===== src/rtl/qrv_pkg.sv =====
package qrv_pkg;

    typedef enum logic [1:0] {
        ST_HUNT  = 2'd0,
        ST_BLANK = 2'd1,
        ST_ON    = 2'd2
    } qrv_state_e;

    typedef struct packed {
        logic fall;
        logic tmo;
    } qrv_valley_s;

    function automatic int unsigned ns_to_cyc(input int unsigned ns, input int unsigned mhz);
        return (ns * mhz) / 1000;
    endfunction

    function automatic int unsigned width_for(input int unsigned n);
        return (n < 2) ? 1 : $clog2(n + 1);
    endfunction

endpackage


===== src/rtl/qrv_blanker.sv =====
module qrv_blanker #(
    parameter int unsigned NORM_CYC = 187,
    parameter int unsigned LITE_CYC = 100,
    parameter int unsigned W        = 8
) (
    input  logic clk,
    input  logic rst,
    input  logic start,
    input  logic active,
    input  logic light,
    output logic done
);
    logic [W-1:0] len_q;
    logic [W-1:0] cnt_q;

    assign done = active && (cnt_q == len_q - W'(1));

    always_ff @(posedge clk) begin
        if (rst) begin
            len_q <= W'(NORM_CYC);
            cnt_q <= '0;
        end else if (start) begin
            len_q <= light ? W'(LITE_CYC) : W'(NORM_CYC);
            cnt_q <= '0;
        end else if (active && !done) begin
            cnt_q <= cnt_q + W'(1);
        end
    end
endmodule


===== src/rtl/qrv_zcd_timer.sv =====
module qrv_zcd_timer
    import qrv_pkg::*;
#(
    parameter int unsigned TMO_CYC = 812,
    parameter int unsigned TW      = 10
) (
    input  logic          clk,
    input  logic          rst,
    input  logic          cmp,
    input  logic          hunt,
    output qrv_valley_s   valley,
    output logic [TW-1:0] tmr
);
    logic          prev_q;
    logic [TW-1:0] tmr_q;

    // falling edge of the comparator while hunting
    assign valley.fall = hunt && prev_q && !cmp;
    // comparator held low for the full timeout window
    assign valley.tmo  = hunt && !cmp && !prev_q && (tmr_q == TW'(TMO_CYC - 1));
    assign tmr         = tmr_q;

    always_ff @(posedge clk) begin
        if (rst) begin
            prev_q <= 1'b0;
            tmr_q  <= '0;
        end else begin
            prev_q <= cmp;
            if (!hunt || cmp || valley.fall || valley.tmo)
                tmr_q <= '0;
            else
                tmr_q <= tmr_q + TW'(1);
        end
    end
endmodule


===== src/rtl/qrv_vcount.sv =====
module qrv_vcount #(
    parameter int unsigned VW = 3,
    parameter int unsigned CW = VW + 1
) (
    input  logic          clk,
    input  logic          rst,
    input  logic          clear,
    input  logic          inc,
    input  logic [VW-1:0] sel,
    output logic          hit,
    output logic [CW-1:0] cnt
);
    logic [CW-1:0] cnt_q;
    logic [CW-1:0] tgt;

    assign tgt = (sel == '0) ? CW'(1) : CW'(sel);
    assign hit = inc && ((cnt_q + CW'(1)) >= tgt);
    assign cnt = cnt_q;

    always_ff @(posedge clk) begin
        if (rst || clear)
            cnt_q <= '0;
        else if (inc && (cnt_q != '1))
            cnt_q <= cnt_q + CW'(1);
    end
endmodule


===== src/rtl/qr_valley_timer.sv =====
module qr_valley_timer
    import qrv_pkg::*;
#(
    parameter int unsigned CLK_MHZ   = 125,
    parameter int unsigned BLANK_OPT = 0,
    parameter int unsigned TMO_NS    = 6500,
    parameter int unsigned VW        = 3
) (
    input  logic          clk,
    input  logic          rst,
    input  logic          drv_off,
    input  logic          zcd_hi,
    input  logic          light_load,
    input  logic [VW-1:0] valley_sel,
    output logic          turn_on,
    output logic          valley_stb
);
    localparam int unsigned BL_NORM_NS = (BLANK_OPT != 0) ? 1000 : 1500;
    localparam int unsigned BL_LITE_NS = (BLANK_OPT != 0) ? 600 : 800;
    localparam int unsigned BL_N_CYC   = ns_to_cyc(BL_NORM_NS, CLK_MHZ);
    localparam int unsigned BL_L_CYC   = ns_to_cyc(BL_LITE_NS, CLK_MHZ);
    localparam int unsigned TMO_CYC    = ns_to_cyc(TMO_NS, CLK_MHZ);
    localparam int unsigned BW         = width_for(BL_N_CYC > BL_L_CYC ? BL_N_CYC : BL_L_CYC);
    localparam int unsigned TW         = width_for(TMO_CYC);
    localparam int unsigned CW         = VW + 1;

    qrv_state_e    state_q, state_d;
    qrv_valley_s   vly;
    logic          hunt, blank_done, valley_any, hit;
    logic [CW-1:0] vcnt;
    logic [TW-1:0] tmr;
    logic          turn_on_q, valley_stb_q;

    assign hunt       = (state_q == ST_HUNT);
    assign valley_any = (vly.fall || vly.tmo) && !drv_off;

    qrv_blanker #(.NORM_CYC(BL_N_CYC), .LITE_CYC(BL_L_CYC), .W(BW)) u_blank (
        .clk    (clk),
        .rst    (rst),
        .start  (drv_off),
        .active (state_q == ST_BLANK),
        .light  (light_load),
        .done   (blank_done)
    );

    qrv_zcd_timer #(.TMO_CYC(TMO_CYC), .TW(TW)) u_zcd (
        .clk    (clk),
        .rst    (rst),
        .cmp    (zcd_hi),
        .hunt   (hunt),
        .valley (vly),
        .tmr    (tmr)
    );

    qrv_vcount #(.VW(VW), .CW(CW)) u_cnt (
        .clk   (clk),
        .rst   (rst),
        .clear (drv_off),
        .inc   (valley_any),
        .sel   (valley_sel),
        .hit   (hit),
        .cnt   (vcnt)
    );

    always_comb begin
        state_d = state_q;
        if (drv_off)
            state_d = ST_BLANK;
        else begin
            case (state_q)
                ST_BLANK: if (blank_done) state_d = ST_HUNT;
                ST_HUNT:  if (hit)        state_d = ST_ON;
                default:  state_d = state_q;
            endcase
        end
    end

    always_ff @(posedge clk) begin
        if (rst) begin
            state_q      <= ST_HUNT;
            turn_on_q    <= 1'b0;
            valley_stb_q <= 1'b0;
        end else begin
            state_q      <= state_d;
            turn_on_q    <= hit;
            valley_stb_q <= valley_any;
        end
    end

    assign turn_on    = turn_on_q;
    assign valley_stb = valley_stb_q;
endmodule


===== config.mk =====
export PLATFORM = sky130hd
export DESIGN_NAME = qr_valley_timer
export DESIGN_NICKNAME = d
export VERILOG_FILES = /design/src/rtl/qrv_pkg.sv /design/src/rtl/qrv_blanker.sv /design/src/rtl/qrv_zcd_timer.sv /design/src/rtl/qrv_vcount.sv /design/src/rtl/qr_valley_timer.sv
export SDC_FILE = /design/constraint.sdc
export NUM_CORES = 1
export LEC_CHECK = 0
export CAP_MARGIN = 20
export CORE_MARGIN = 2
export CORE_UTILIZATION = 42
export CTS_CLUSTER_SIZE = 12
export DETAILED_ROUTE_END_ITERATION = 8
export GPL_TIMING_DRIVEN = 1
export SLEW_MARGIN = 25
export SYNTH_ARGS = -nofsm -noshare
export SYNTH_HDL_FRONTEND = slang
export SYNTH_SLANG_ARGS = --single-unit

===== constraint.sdc =====
create_clock -name clk -period 2 [get_ports clk]
set_input_delay 0.3 -clock clk [delete_from_list [all_inputs] [get_ports clk]]
set_output_delay 0.3 -clock clk [all_outputs]
set_load 0.02 [all_outputs]

==> impl_metrics.json <==
{
  "maxCapViolCount": 0,
  "gp_congestion": 0.788,
  "cp-start-kind": "flop",
  "wl_met1_um": 1390,
  "hold_buffers": 0,
  "synth.distinct_cells": 42,
  "post-route-period-util_pct": 88.6,
  "tightest_slew_ns": 0.358,
  "cts-root-buf": "clkbuf_4",
  "core_mm2": 0.00342,
  "antenna_found_initial": 0,
  "outcome": "completed",
  "diodes": 0,
  "clkLatencyLatePin_ns": 0.33,
  "clock_skew_ns": 0.00699,
  "globalRoute.totalOverflow": 0,
  "fin_util_pct": 51.8,
  "cp_data_required_time_ns": 2.26,
  "highest_layer": "met4",
  "syn_area_mm2": 0.00152,
  "wl_met2_um": 1460,
  "fp.dieArea_mm2": 0.00412,
  "cts_tree": "yes",
  "io_buffer_count": 9,
  "cts_made_buffers": 5,
  "clk_path_buf_depth": 2,
  "grt_pass1_vias": 1229,
  "setup_violations": 0,
  "reg2regPathDepth": 6,
  "die_w_um": 64.2,
  "fin_setup_tns_ns": 0,
  "cp-end-kind": "flop",
  "fp-row-count": 21,
  "p_leak_nw": 0.716,
  "synth.avg_cell_area_um2": 9.06,
  "wl_per_cell_um": 12.9,
  "holdPathStages": 1,
  "power.density_mw_per_mm2": 659,
  "dpl_cell_area_mm2": 0.00169,
  "rsz0062_at_grt": "false",
  "syn_inst": 168,
  "via_count": 1194,
  "synthesis.nets": 184,
  "firstDrtPassIters": 4,
  "drive_gt1_share_pct": 10.8,
  "fin_area_mm2": 0.00177,
  "ys_seq_area_share_pct": 38.2,
  "clock.fmax_mhz": 564,
  "ant_nets": 0,
  "post-dp-hpwl_um": 2240,
  "ys_ff_latch": 29,
  "cts_setup_buffers": 0,
  "cts_resized": 0,
  "cp_max_fo": 8,
  "grt_max_degree": 13,
  "min_period_ns": 1.77,
  "yosys_warnings": 0,
  "slew_viol_final": 0,
  "wl_um": 2980,
  "vias_per_cell": 5.17,
  "arrival_ns": 2.03,
  "vdd_ir_drop_max_mv": 0.361,
  "cts.sinks": 29,
  "wl_met3_um": 87,
  "hold_ws_ns": 0.485,
  "ioPinCount": 10,
  "area_delta_synth_final_pct": 16.3,
  "path_clk_slew_ns": 0.10,
  "htree_levels": 2,
  "grtUsageTotal_pct": 16.7,
  "drc": 0,
  "start_util_pct": 44.5,
  "grt_pass1_wl_um": 5350,
  "finalHoldViolCount": 0,
  "drt_iter0_drc": 36,
  "hp-class": "flop to flop",
  "slew_headroom_pct": 76.0,
  "dieHeight_um": 64.2,
  "critical_path_class": "flop to flop",
  "fin_nets": 200
}
==> cell usage after synthesis, drive strengths merged <==
cell    number  area (um2)
nand2b       3        18.8
nor3         1        5.00
a31o         1        8.76
nand3b       2        15.0
nand2       20        75.1
or3b         2        20.0
nor4bb       1        10.0
ha           8         100
buf          3        17.5
xnor2        2        17.5
o311a        1        10.0
a22oi        1        21.3
a21boi       1        11.3
o41ai        1        8.76
xor2        11        96.3
and4         1        8.76
inv          5        18.8
nand4        7        43.8
a211oi       4        35.0
nor2        14        52.6
nand3        5        25.0
o21bai       1        7.51
and2b        1        7.51
nor2b        2        12.5
a21oi        4        20.0
mux2i       10         100
nor3b        1        7.51
clkbuf       3        11.3
a21o         1        7.51
o21ai        1        5.00
and2         3        18.8
nor4         1        6.26
or3         10        63.8
a41o         1        10.0
o211a        1        10.0
and3         4        25.0
dfxtp       29         581
a311oi       1        8.76
==> stage by stage <==
step | worst slack (ns) | total power [mW] | instances
floorplan | 0.300 | 0.656 | 168
global placement | 0.102 | 0.689 | 223
detailed placement | 0.0568 | 0.692 | 223
CTS | 0.213 | 1.19 | 231
global route | 0.0926 | 1.22 | 231
finish | 0.228 | 1.17 | 231
==> worst max-delay path, stage by stage (launching register included) <==
cell	delay (ns)
dfxtp_1	0.38
inv_1	0.08
ha_1	0.30
xor2_1	0.14
and4_1	0.28
a211oi_1	0.31
mux2i_1	0.22
==> routing by layer <==
layer | track usage [%] | vias up
met5 | 0 | -
met2 | 29.3 | 13
met1 | 19.1 | 549
li1 | - | 627
met3 | 4.40 | 5
met4 | 7.18 | 0
==> cell families after synthesis <==
kind of cell	after synthesis	synth area share [%]
AO/OA/AOI/OAI	19	10.8
XOR/XNOR	13	7.48
adder cells (fa/ha/maj)	8	6.58
buffers and inverters	11	3.13
flip-flops	29	38.2
multiplexers	10	6.58
AND/OR/NAND/NOR	78	27.3
==> layout make-up <==
cell class / instances / area, um2
flip-flops and latches: 29 / 581
multi-input cells: 128 / 893
well taps: 46 / 57.6
repair buffers: 15 / 135
inverters: 5 / 18.8
clock inverters: 3 / 46.3
clock buffers: 5 / 37.5
fillers: 347 / 1650
==> worst paths after layout <==
| kind | to | start | slack [ns] |
|---|---|---|---|
| setup reg to reg | u_blank.cnt_q[6]$_SDFFE_PP0P_ | u_blank.len_q[4]$_SDFFE_PP1P_ | 0.23 |
| hold / removal | u_zcd.tmr[0]$_SDFF_PP0_ | u_zcd.tmr[0]$_SDFF_PP0_ | 0.48 |
| setup / recovery | u_blank.cnt_q[6]$_SDFFE_PP0P_ | u_blank.len_q[4]$_SDFFE_PP1P_ | 0.23 |
| hold reg to reg | u_zcd.tmr[0]$_SDFF_PP0_ | u_zcd.tmr[0]$_SDFF_PP0_ | 0.48 |
==> registers in the layout (all words and copies together), names as in the netlist <==
name / count
state_q: 2
turn_on: 1
u_blank.cnt_q: 8
u_blank.len_q: 2
u_cnt.cnt: 4
u_zcd.prev_q: 1
u_zcd.tmr: 10
valley_stb: 1
==> cells in the final DEF (no fill, tap or decap), types with 2 or more instances in the layout <==
cell / netlist / final
or3_1: 9 / 9
dfxtp_1: 29 / 29
inv_1: 5 / 5
buf_4: 1 / 6
ha_1: 8 / 8
nand3b_1: 2 / 2
xnor2_1: 2 / 2
and2_1: 3 / 3
nand3_1: 5 / 5
nand2b_1: 3 / 3
xor2_1: 11 / 11
nand2_1: 20 / 20
a21oi_1: 4 / 4
nor2_1: 14 / 14
and3_1: 4 / 4
clkbuf_4: 0 / 5
mux2i_1: 10 / 10
nor2b_1: 2 / 2
clkdlybuf4s50_1: 0 / 9
nand4_1: 7 / 7
a211oi_1: 3 / 3
==> power breakdown <==
part | total, mW | switching, mW | internal [mW]
clock | 0.489 | 0.224 | 0.265
sequential | 0.591 | 0.00656 | 0.585
combinational | 0.0866 | 0.0430 | 0.0436
total | 1.17 | 0.274 | 0.893
Power figures use the tool's default switching activity.
